File: src/rtl/bfu_pkg.sv
package bfu_pkg;
   typedef enum logic [2:0] {
      OP_COND    = 3'd0,
      OP_JUMP    = 3'd1,
      OP_LINK_HI = 3'd2,
      OP_LINK_LO = 3'd3,
      OP_EXCH    = 3'd4
   } bfu_op_e;

   localparam int CYC_SEQ   = 1;
   localparam int CYC_TAKEN = 3;
endpackage

File: src/rtl/bfu_cond_eval.sv
module bfu_cond_eval #(
   parameter bit NV_TAKEN = 1'b0
) (
   input  logic [3:0] cond_i,
   input  logic [3:0] flags_i,
   output logic       pass_o
);
   logic n, z, c, v, nv_pass;
   assign {n, z, c, v} = flags_i;

   generate
      if (NV_TAKEN) begin : g_nv_always
         assign nv_pass = 1'b1;
      end else begin : g_nv_never
         assign nv_pass = 1'b0;
      end
   endgenerate

   always_comb begin
      unique case (cond_i)
         4'd0:  pass_o = z;
         4'd1:  pass_o = !z;
         4'd2:  pass_o = c;
         4'd3:  pass_o = !c;
         4'd4:  pass_o = n;
         4'd5:  pass_o = !n;
         4'd6:  pass_o = v;
         4'd7:  pass_o = !v;
         4'd8:  pass_o = c && !z;
         4'd9:  pass_o = !c || z;
         4'd10: pass_o = (n == v);
         4'd11: pass_o = (n != v);
         4'd12: pass_o = !z && (n == v);
         4'd13: pass_o = z || (n != v);
         4'd14: pass_o = 1'b1;
         default: pass_o = nv_pass;
      endcase
   end

   always_comb begin
      if (cond_i == 4'd14) a_r1_always: assert (pass_o);
   end
endmodule

File: src/rtl/bfu_target_calc.sv
module bfu_target_calc
   import bfu_pkg::*;
#(
   parameter int ADDR_W  = 32,
   parameter int OFS_W   = 11,
   parameter int SHORT_W = 8,
   parameter int REFILL  = 4,
   parameter int STEP    = 2,
   parameter int CYC_W   = 2
) (
   input  logic [2:0]        op_i,
   input  logic              cond_ok_i,
   input  logic [ADDR_W-1:0] pc_i,
   input  logic [ADDR_W-1:0] lr_i,
   input  logic [ADDR_W-1:0] rm_i,
   input  logic [OFS_W-1:0]  ofs_i,
   output logic [ADDR_W-1:0] pc_o,
   output logic [ADDR_W-1:0] lr_o,
   output logic              compact_o,
   output logic              taken_o,
   output logic              legal_o,
   output logic [CYC_W-1:0]  cyc_o
);
   localparam int HI_SHIFT = OFS_W + 1;
   localparam logic [ADDR_W-1:0] REFILL_V = ADDR_W'(REFILL);
   localparam logic [ADDR_W-1:0] STEP_V   = ADDR_W'(STEP);

   bfu_op_e op_e;
   logic [ADDR_W-1:0] short_disp, long_disp, upper_disp, lower_disp, exch_tgt;

   assign op_e       = bfu_op_e'(op_i);
   assign short_disp = {{(ADDR_W-SHORT_W){ofs_i[SHORT_W-1]}}, ofs_i[SHORT_W-1:0]} << 1;
   assign long_disp  = {{(ADDR_W-OFS_W){ofs_i[OFS_W-1]}}, ofs_i} << 1;
   assign upper_disp = {{(ADDR_W-OFS_W){ofs_i[OFS_W-1]}}, ofs_i} << HI_SHIFT;
   assign lower_disp = {{(ADDR_W-OFS_W){1'b0}}, ofs_i} << 1;
   assign exch_tgt   = {rm_i[ADDR_W-1:1], 1'b0};

   always_comb begin
      pc_o      = pc_i + STEP_V;
      lr_o      = lr_i;
      compact_o = 1'b1;
      taken_o   = 1'b0;
      legal_o   = 1'b1;
      cyc_o     = CYC_W'(CYC_SEQ);
      case (op_e)
         OP_COND: begin
            if (cond_ok_i) begin
               pc_o    = pc_i + short_disp + REFILL_V;
               taken_o = 1'b1;
               cyc_o   = CYC_W'(CYC_TAKEN);
            end
         end
         OP_JUMP: begin
            pc_o    = pc_i + long_disp + REFILL_V;
            taken_o = 1'b1;
            cyc_o   = CYC_W'(CYC_TAKEN);
         end
         OP_LINK_HI: begin
            lr_o = pc_i + upper_disp;
         end
         OP_LINK_LO: begin
            pc_o    = lr_i + lower_disp + REFILL_V;
            lr_o    = (pc_i - STEP_V) | ADDR_W'(1);
            taken_o = 1'b1;
            cyc_o   = CYC_W'(CYC_TAKEN);
         end
         OP_EXCH: begin
            pc_o      = exch_tgt + REFILL_V;
            compact_o = rm_i[0];
            taken_o   = 1'b1;
            cyc_o     = CYC_W'(CYC_TAKEN);
         end
         default: legal_o = 1'b0;
      endcase
   end
endmodule

File: src/rtl/branch_flow_unit.sv
module branch_flow_unit
   import bfu_pkg::*;
#(
   parameter int ADDR_W   = 32,
   parameter int OFS_W    = 11,
   parameter int SHORT_W  = 8,
   parameter int REFILL   = 4,
   parameter int STEP     = 2,
   parameter int CYC_W    = 2,
   parameter bit NV_TAKEN = 1'b0
) (
   input  logic              clk,
   input  logic              rst_n,
   input  logic              valid_i,
   input  logic [2:0]        op_i,
   input  logic [3:0]        cond_i,
   input  logic [3:0]        flags_i,
   input  logic [OFS_W-1:0]  ofs_i,
   input  logic [ADDR_W-1:0] pc_i,
   input  logic [ADDR_W-1:0] lr_i,
   input  logic [ADDR_W-1:0] rm_i,
   output logic [ADDR_W-1:0] pc_o,
   output logic [ADDR_W-1:0] lr_o,
   output logic              compact_o,
   output logic              flush_o,
   output logic [CYC_W-1:0]  cycles_o,
   output logic              done_o
);
   generate
      if (SHORT_W >= OFS_W) begin : g_bad_short
         $error("SHORT_W must be narrower than OFS_W");
      end
      if (ADDR_W < OFS_W + 2) begin : g_bad_addr
         $error("ADDR_W too narrow for the offset field");
      end
      if ((1 << CYC_W) <= CYC_TAKEN) begin : g_bad_cyc
         $error("CYC_W cannot hold the taken-branch cost");
      end
   endgenerate

   logic              cond_ok, nxt_compact, nxt_taken, nxt_legal;
   logic [ADDR_W-1:0] nxt_pc, nxt_lr;
   logic [CYC_W-1:0]  nxt_cyc;
   logic              accept;

   bfu_cond_eval #(.NV_TAKEN(NV_TAKEN)) u_cond (
      .cond_i (cond_i),
      .flags_i(flags_i),
      .pass_o (cond_ok)
   );

   bfu_target_calc #(
      .ADDR_W(ADDR_W), .OFS_W(OFS_W), .SHORT_W(SHORT_W),
      .REFILL(REFILL), .STEP(STEP), .CYC_W(CYC_W)
   ) u_calc (
      .op_i     (op_i),
      .cond_ok_i(cond_ok),
      .pc_i     (pc_i),
      .lr_i     (lr_i),
      .rm_i     (rm_i),
      .ofs_i    (ofs_i),
      .pc_o     (nxt_pc),
      .lr_o     (nxt_lr),
      .compact_o(nxt_compact),
      .taken_o  (nxt_taken),
      .legal_o  (nxt_legal),
      .cyc_o    (nxt_cyc)
   );

   assign accept = valid_i && nxt_legal;

   always_ff @(posedge clk or negedge rst_n) begin
      if (!rst_n) begin
         pc_o      <= '0;
         lr_o      <= '0;
         compact_o <= 1'b1;
         cycles_o  <= '0;
         done_o    <= 1'b0;
         flush_o   <= 1'b0;
      end else begin
         done_o  <= accept;
         flush_o <= accept && nxt_taken;
         if (accept) begin
            pc_o      <= nxt_pc;
            lr_o      <= nxt_lr;
            compact_o <= nxt_compact;
            cycles_o  <= nxt_cyc;
         end
      end
   end

   a_r7_done_follows_valid: assert property (@(posedge clk) disable iff (!rst_n)
      done_o |-> $past(valid_i));
   a_r7_flush_with_done: assert property (@(posedge clk) disable iff (!rst_n)
      flush_o |-> done_o);
   a_r3_taken_cost: assert property (@(posedge clk) disable iff (!rst_n)
      flush_o |-> cycles_o == CYC_W'(CYC_TAKEN));
   a_r2_seq_cost: assert property (@(posedge clk) disable iff (!rst_n)
      (done_o && !flush_o) |-> cycles_o == CYC_W'(CYC_SEQ));
   a_r8_lr_hold: assert property (@(posedge clk) disable iff (!rst_n)
      (done_o && ($past(op_i) == 3'd0 || $past(op_i) == 3'd1 || $past(op_i) == 3'd4))
      |-> lr_o == $past(lr_i));
   a_r6_state_drop_flushes: assert property (@(posedge clk) disable iff (!rst_n)
      $fell(compact_o) |-> flush_o);
   a_r10_illegal_quiet: assert property (@(posedge clk) disable iff (!rst_n)
      done_o |-> $past(op_i) <= 3'd4);
endmodule

File: config.mk
export PLATFORM = sky130hd
export DESIGN_NAME = branch_flow_unit
export DESIGN_NICKNAME = d
export VERILOG_FILES = /design/src/rtl/bfu_pkg.sv /design/src/rtl/bfu_cond_eval.sv /design/src/rtl/bfu_target_calc.sv /design/src/rtl/branch_flow_unit.sv
export SDC_FILE = /design/constraint.sdc
export NUM_CORES = 1
export LEC_CHECK = 0
export BUFFER_PORTS_ARGS = -buffer_cell sky130_fd_sc_hd__buf_2
export CAP_MARGIN = 40
export CORE_MARGIN = 1.5
export CORE_UTILIZATION = 60
export CTS_BUF_LIST = sky130_fd_sc_hd__clkbuf_8 sky130_fd_sc_hd__clkbuf_16
export DETAILED_ROUTE_END_ITERATION = 10
export GPL_TIMING_DRIVEN = 0
export PLACE_DENSITY = 0.84
export SYNTH_ARGS = -nofsm -noshare
export SYNTH_HDL_FRONTEND = slang
export SYNTH_HIERARCHICAL = 1
export SYNTH_SLANG_ARGS = --single-unit
File: constraint.sdc
create_clock -name clk -period 1.91 [get_ports clk]
set_clock_uncertainty 0.05 [all_clocks]
set_input_delay 0.0955 -clock clk [delete_from_list [all_inputs] [get_ports clk]]
set_output_delay 0.0955 -clock clk [all_outputs]
set_load 0.1 [all_outputs]
==> results of run 1 <==
what timing repair did:
| item | in CTS |
|---|---|
| setup endpoints to repair | 57 |
| resized for setup | 302 |
| setup buffers | 73 |
| cloned | 3 |
| pin swaps | 103 |
| hold buffers | 2 |
| endpoints found under the hold margin | 69 |
kinds of logic after synthesis:
family,count (synthesis),synth area share (%)
AOI/OAI and AO/OA,380,21.4
xor gates and xnor gates,166,12.8
adders and majority gates,149,17.1
buffers and inverters,109,4.26
DFF,69,15.1
muxes,77,8.18
other,1,0.0329
and+or+nand+nor,472,21.1
metrics by stage:
| stage | util, % | std cells | TNS (ns) |
|---|---|---|---|
| floorplan | - | 1423 | -21.26 |
| detailed placement | 73.2 | 1846 | -65.37 |
| global placement | 72.9 | 1843 | -65.96 |
| CTS | 86.2 | 1933 | -25.63 |
cells in the mapped netlist, types with 21 or more instances:
library cell and instances:
a21o_1 28, a21oi_1 85, clkbuf_1 49, dfrtp_1 68, ha_1 138, inv_1 35
mux2_2 50, nand2_1 124, nand3_1 59, nand4_1 34, nor2_1 103, nor3_1 25
o211ai_1 21, o21ai_0 101, o22ai_1 21, xnor2_1 82, xor2_1 83
routing by layer:
metal | GRT usage [%] | overflow
met3 | 53.7 | 0
met4 | 70.2 | 1
met2 | 91.7 | 5
met1 | 73.7 | 0
met5 | 22.3 | 0
==> results.py, run 1 <==
metrics = {
    "global_routing": {
        "grt-ovfl-total": 6,
        "track_usage_pct": 72.5,
        "grt_max_degree": 48,
    },
    "cts": {
        "cts_buffers": 9,
        "cts_num_sinks": 69,
        "clock_tree.htree_level_count": 3,
        "clockBufferDepth": 2,
        "root_buffer": "clkbuf_16",
    },
    "synth": {
        "synth.avg_cell_area_um2": 8.02,
        "synth_top_area_share_pct": 15.1,
        "synth_edf_count": 0,
        "async_flop_share_pct": 100,
        "ys_types": 85,
        "synth_area_leaders": "ha_1 (15%), dfrtp_1 (15%), xor2_1 (6.4%)",
        "ys_warn_count": 6,
        "synth_fp_nets": 1693,
        "ys.flop_type": "dfrtp_1",
        "yosysTopAreaCell": "ha_1",
        "ys_seq_area_share_pct": 15.1,
        "synth_cells": 1423,
        "ys_ff_latch": 69,
        "synth_area_um2": 11400,
    },
    "placed_design": {
        "dp_hpwl_um": 35300,
        "placed_area_um2": 13700,
        "globalplace.congestion": 1.10,
        "pre_cts_slack_ns": -1.92,
        "portBuffers": 186,
    },
    "die": {
        "io_pins": 190,
        "die_h_um": 141,
        "die_w_um": 141,
        "rows": 50,
        "start_util_pct": 61.0,
    },
    "sta": {
        "crit_endpoint": "pc_o[28]$_DFFE_PN0P_/D",
        "worstEndpointType": "register data pin",
    },
    "run_status": {
        "run_status": "stopped before the end",
        "firstError": "[ERROR GRT-0232] Routing congestion too high. Check the congestion heatmap in the GUI.",
        "stop_stage": "global routing",
    },
}
==> inputs of run 2 (changes only) <==
--- a/config.mk
+++ b/config.mk
@@ -8,11 +8,10 @@
 export BUFFER_PORTS_ARGS = -buffer_cell sky130_fd_sc_hd__buf_2
 export CAP_MARGIN = 40
 export CORE_MARGIN = 1.5
-export CORE_UTILIZATION = 60
-export CTS_BUF_LIST = sky130_fd_sc_hd__clkbuf_8 sky130_fd_sc_hd__clkbuf_16
+export CORE_UTILIZATION = 40
 export DETAILED_ROUTE_END_ITERATION = 10
 export GPL_TIMING_DRIVEN = 0
-export PLACE_DENSITY = 0.84
+export PLACE_DENSITY_LB_ADDON = 0.15
 export SYNTH_ARGS = -nofsm -noshare
 export SYNTH_HDL_FRONTEND = slang
 export SYNTH_HIERARCHICAL = 1
==> results.py, run 2 <==
metrics = {
    "synth": {
        "yosysMostFrequentCell": "ha_1",
        "ys_seq_area_share_pct": 15.1,
        "synth_fp_nets": 1693,
        "async_flop_share_pct": 100,
        "yosysTopAreaCell": "ha_1",
        "ys_warn_count": 6,
        "synth_area_um2": 11400,
        "synth_area_leaders": "ha_1 (15%), dfrtp_1 (15%), xor2_1 (6.4%)",
        "synth_top_area_share_pct": 15.1,
        "ys.flop_type": "dfrtp_1",
        "netlist_top_cells_count": "ha_1 (138), nand2_1 (124), nor2_1 (103)",
        "ys_ff_latch": 69,
        "synth_edf_count": 0,
        "synth.avg_cell_area_um2": 8.02,
        "ys_types": 85,
        "synth_cells": 1423,
    },
    "critical_path": {
        "path_class": "in2reg",
        "worstSetupEndpointType": "flip-flop",
        "cp-start-kind": "input port",
        "r2r-end": "pc_o[9]",
        "reg2reg_slack_ns": 1.09,
        "worstPathMaxFanout": 5,
        "ff2ff_path_depth": 1,
        "cp.arrival_ns": 3.08,
        "required_ns": 2.09,
        "timing.rr.start": "pc_o[9]",
    },
    "die": {
        "io_pins": 190,
        "start_util_pct": 40.9,
        "rows": 61,
        "fp.coreArea_um2": 27900,
        "die_w_um": 172,
        "dieArea_um2": 29600,
        "die_h_um": 172,
    },
    "cts": {
        "clock_tree.htree_level_count": 3,
        "cts_tree": "yes",
        "clk_pin_slew_ns": 0.06,
        "clockBufferDepth": 2,
        "root_buffer": "clkbuf_16",
        "clkLatencyLatePin_ns": 0.35,
        "cts_num_sinks": 69,
        "cts_buffers": 9,
    },
    "global_routing": {
        "grt-ovfl-total": 0,
        "grt_max_degree": 51,
        "grt_pass1_vias": 12088,
        "track_usage_pct": 32.1,
        "antenna_found_initial": 0,
        "grt_pass1_wl_um": 71200,
    },
    "placed_design": {
        "portBuffers": 186,
        "globalplace.congestion": 1.02,
        "dp_hpwl_um": 37000,
    },
    "drt": {
        "routed_wl_um": 48500,
        "first_iter_violations": 1005,
        "vias": 12707,
        "wire_per_inst_um": 22.8,
        "first_pass_iters": 8,
        "drtAntennaViolNets": 0,
        "vias_per_cell": 5.98,
        "drc": 0,
    },
    "run_status": {
        "run_status": "complete, but fails checks",
        "violations": "negative setup slack",
    },
    "sta": {
        "hold_violations": 0,
        "period_needed_ns": 2.90,
        "fmax_mhz": 345,
        "min_period_over_period_pct": 152,
        "slew-limit-headroom_pct": 39.0,
        "setup_ws_ns": -0.986,
        "slew_viol_final": 0,
        "whs_ns": 0.0110,
        "setup_viol": 52,
        "worst_pin_slew_ns": 0.915,
        "rsz0062_at_grt": "true",
    },
    "min_path": {
        "hold_path_class": "in2reg",
        "holdPathStages": 3,
        "hold_start": "rm_i[0]",
        "holdPathEnd": "compact_o",
    },
    "layout": {
        "final_cell_mix": "buf_2 (159), nand2_1 (115), buf_4 (99)",
        "utilization_pct": 62.3,
        "final_nets": 2011,
        "syn_to_final_growth_pct": 52.5,
        "drive_gt1_share_pct": 44.0,
        "final_common_cell": "buf_2",
        "reg_top3": "lr_o x32, pc_o x32, cycles_o x2",
        "antenna_cells": 0,
    },
    "flow_run": {
        "cap_violations": 0,
    },
    "pwr": {
        "power_density_nw_per_um2": 687,
        "ir_drop_v": 0.000483,
        "power_mw": 12.0,
        "leakage_nw": 7.29,
    },
}
==> run 2: per-layer routing <==
metal | GRT usage (%) | wire (um) | vias to the layer above
met3 | 4.42 | 3380 | 123
met5 | 0 | 0 | -
met1 | 41.7 | 20300 | 6098
met2 | 52.8 | 22600 | 562
li1 | - | - | 5924
met4 | 14.8 | 2330 | 0
==> run 2: what timing repair did <==
item | in CTS | in global routing
pin swaps | 111 | 108
cloned | 5 | 0
hold buffers | 2 | 0
setup buffers | 74 | 45
endpoints found under the setup margin | 67 | 68
gates resized for setup | 302 | 155
endpoints found under the hold margin | 69 | 0
==> run 2: through the flow <==
stage	TNS [ns]	cell area (um2)	std cells	worst slack (ns)
after floorplan	-21.26	12400	1423	-0.824
after global placement	-71.49	13800	1987	-2.16
after detailed placement	-69.00	13900	1990	-2.00
after CTS	-26.34	16400	2080	-0.893
after global routing	-31.57	17400	2124	-1.09
final	-27.86	17400	2124	-0.986
==> run 2: how the worst max path moves through the flow <==
| stage | cells after the start | to | start |
|---|---|---|---|
| floorplan | 14 | pc_o[28] | ofs_i[1] |
| finish | 16 | pc_o[28] | lr_i[2] |
| global route | 16 | pc_o[28] | ofs_i[1] |
| global placement | 12 | pc_o[30] | ofs_i[10] |
| detailed placement | 12 | pc_o[28] | ofs_i[7] |
| CTS | 16 | pc_o[28] | ofs_i[1] |
==> run 2: power breakdown <==
part	internal, mW	leakage (nW)	switching (mW)
clock network	1.23	0.164	0.804
registers	1.77	0.823	0.156
logic	2.81	6.30	5.20
total	5.81	7.29	6.16
==> run 2: logic make-up after synthesis <==
group	Yosys count	synth area share, %
AND/OR/NAND/NOR	472	21.1
AO/OA/AOI/OAI	380	21.4
XOR/XNOR	166	12.8
adder cells (fa/ha/maj)	149	17.1
buffers and inverters	109	4.26
multiplexers	77	8.18
flip-flops	69	15.1
other	1	0.0329
==> run 2: final cells by class <==
| type | instances | area [um2] |
|---|---|---|
| inverters | 37 | 185 |
| clock buffers | 12 | 256 |
| multi-input cells | 1245 | 11600 |
| clock inverters | 4 | 77.6 |
| plain buffers | 64 | 544 |
| fillers | 2493 | 10500 |
| flip-flops and latches | 69 | 1730 |
| well taps | 378 | 473 |
| repair buffers | 315 | 2530 |
==> run 2: worst max-delay path: stages <==
cell and delay [ns]:
buf_6 0.09, inv_2 0.06, ha_4 0.20, inv_2 0.06, ha_4 0.12, inv_2 0.04
fa_2 0.36, nor2b_2 0.13, o31a_1 0.21, o211ai_1 0.25, a21oi_2 0.36, nand3_1 0.16
xor2_1 0.25, nor2_1 0.09, or3_1 0.34, mux2_4 0.26
Note: power is estimated with default switching activity, not from simulation.
==> inputs of run 3 (changes only) <==
--- a/config.mk
+++ b/config.mk
@@ -8,7 +8,7 @@
 export BUFFER_PORTS_ARGS = -buffer_cell sky130_fd_sc_hd__buf_2
 export CAP_MARGIN = 40
 export CORE_MARGIN = 1.5
-export CORE_UTILIZATION = 40
+export CORE_UTILIZATION = 50
 export DETAILED_ROUTE_END_ITERATION = 10
 export GPL_TIMING_DRIVEN = 0
 export PLACE_DENSITY_LB_ADDON = 0.15
==> results.py, run 3 (synthesis gave the netlist of run 2 again) <==
metrics = {
    "layout": {
        "syn_to_final_growth_pct": 48.3,
        "drive_gt1_share_pct": 43.3,
        "final_common_cell": "buf_2",
        "final_nets": 1990,
        "antenna_cells": 0,
        "reg_top3": "lr_o x32, pc_o x32, cycles_o x2",
        "final_cell_mix": "buf_2 (161), nand2_1 (110), nor2_1 (89)",
        "instances_no_fill": 2010,
    },
    "drt": {
        "wire_per_inst_um": 24.5,
        "routed_wl_um": 49200,
        "first_iter_violations": 1387,
        "vias": 13018,
        "drc": 0,
        "first_pass_iters": 5,
        "vias_per_cell": 6.48,
        "drtAntennaViolNets": 0,
    },
    "cts": {
        "cts_num_sinks": 69,
        "cts_tree": "yes",
        "cts_buffers": 9,
        "clock_tree.htree_level_count": 3,
        "clk_pin_slew_ns": 0.07,
        "root_buffer": "clkbuf_16",
        "clkLatencyLatePin_ns": 0.35,
        "clockBufferDepth": 2,
    },
    "critical_path": {
        "required_ns": 2.11,
        "reg2reg_slack_ns": 1.08,
        "cp-start-kind": "input port",
        "cp.depth": 16,
        "worstPathMaxFanout": 4,
        "cp_slowest_cell": "o41a_1",
        "path_class": "in2reg",
        "cp_top_family": "compound AO/OA/AOI/OAI gates",
        "crit_buf_inv": 5,
        "worstSetupEndpointType": "flip-flop",
        "cpPeakStageDelay_ns": 0.44,
        "cp.arrival_ns": 3.05,
        "ff2ff_path_depth": 1,
        "worstPathCellList": "buf_12 -> inv_12 -> buf_12 -> ha_4 -> inv_2 -> ha_4 -> a21o_1 -> nand4_1 -> a211oi_4 -> o41a_1 -> buf_6 -> o211ai_1 -> xnor2_1 -> a211oi_2 -> o211ai_1 -> mux2_4",
    },
    "pwr": {
        "power_mw": 11.6,
        "power_density_nw_per_um2": 682,
        "p_switching_mw": 6.22,
        "comb_power_share_pct": 68.5,
        "p_seq_share_pct": 16.7,
        "clkPwrFrac_pct": 14.8,
        "swShare_pct": 53.9,
        "ir_drop_v": 0.000745,
        "leakage_nw": 7.12,
        "internal_power_mw": 5.33,
    },
    "placed_design": {
        "placed_cells": 1897,
        "portBuffers": 186,
        "globalplace.congestion": 1.02,
        "dp_hpwl_um": 35800,
        "pre_cts_slack_ns": -1.98,
    },
    "sta": {
        "hold_violations": 0,
        "period_needed_ns": 2.85,
        "rsz0062_at_grt": "true",
        "fin_tns_setup_ns": -27.46,
        "min_period_over_period_pct": 149,
        "setup_ws_ns": -0.941,
        "setup_viol": 52,
        "slew_viol_final": 0,
        "whs_ns": 0.00865,
        "fmax_mhz": 351,
        "worst_pin_slew_ns": 0.824,
        "slew-limit-headroom_pct": 45.1,
    },
    "global_routing": {
        "grt_max_degree": 48,
        "antenna_found_initial": 0,
        "grt-ovfl-total": 0,
        "grt_pass1_vias": 12416,
        "track_usage_pct": 39.8,
        "grt_pass1_wl_um": 71800,
    },
    "run_status": {
        "violations": "negative setup slack",
        "run_status": "complete, but fails checks",
    },
    "min_path": {
        "hold_path_class": "in2reg",
        "holdPathStages": 3,
    },
    "flow_run": {
        "cap_violations": 0,
    },
    "die": {
        "die_h_um": 154,
        "io_pins": 190,
        "dieArea_um2": 23700,
        "rows": 55,
        "start_util_pct": 50.7,
        "die_w_um": 154,
        "fp.coreArea_um2": 22500,
    },
}
==> run 3: changes by cell type in the layout (fill, tap and decap cells not counted), moves of 4 or more <==
| cell | previous run | this run |
|---|---|---|
| o21ai_2 | 19 | 23 |
| clkbuf_2 | 10 | 14 |
| bufbuf_16 | 4 | 0 |
| buf_4 | 99 | 82 |
| nand2_1 | 115 | 110 |
| a211oi_2 | 12 | 8 |
| clkbuf_8 | 12 | 8 |
| ha_1 | 65 | 75 |
| clkbuf_1 | 15 | 11 |
| ha_4 | 65 | 57 |
| nand2_2 | 5 | 9 |
==> run 3: path summary, 6_finish.rpt <==
kind	from	end
setup reg to reg	pc_o[0]	pc_o[0]
min in group asynchronous	rst_n	pc_o[21]
max in group asynchronous	rst_n	compact_o
setup / recovery	ofs_i[1]	pc_o[29]
hold reg to reg	lr_o[7]	lr_o[7]
hold / removal	rm_i[0]	compact_o
==> run 3: metrics by stage <==
stage / util (%) / instance area, um2
after floorplan: - / 12400
after global placement: 60.9 / 13700
after global routing: 75.3 / 16900
after detailed placement: 61.1 / 13800
final: 75.3 / 16900
after CTS: 71.4 / 16100
==> run 3: per-layer routing <==
metal	global-route usage, %	vias to the layer above	share of wire (%)
met4	22.7	0	6.3
met2	65.3	712	47
met3	5.92	169	7.6
met1	50.0	6242	40
li1	-	5895	-
met5	0	-	0
==> run 3: timing repair <==
action,CTS,global route
cloned,4,0
hold endpoints to repair,69,0
resized for setup,301,165
setup endpoints to repair,68,65
hold buffers,2,0
setup buffers,69,33
pin swaps,114,91
==> run 3: cell type report <==
type	count	area, um2
sequential	69	1730
buffer	66	568
clock inverter	7	48.8
fill	1681	5570
clock buffer	9	225
inverter	37	188
timing repair buffer	292	2240
tap	285	357
multi-input combinational	1245	11600
==> run 3: power groups by stage <==
stage	sequential (mW)	clock [mW]	combinational (mW)
floorplan	4.18	0	2.88
global placement	1.93	0	6.60
detailed placement	1.95	0	6.65
CTS	1.92	1.72	7.44
global route	1.96	1.77	8.24
finish	1.93	1.71	7.92
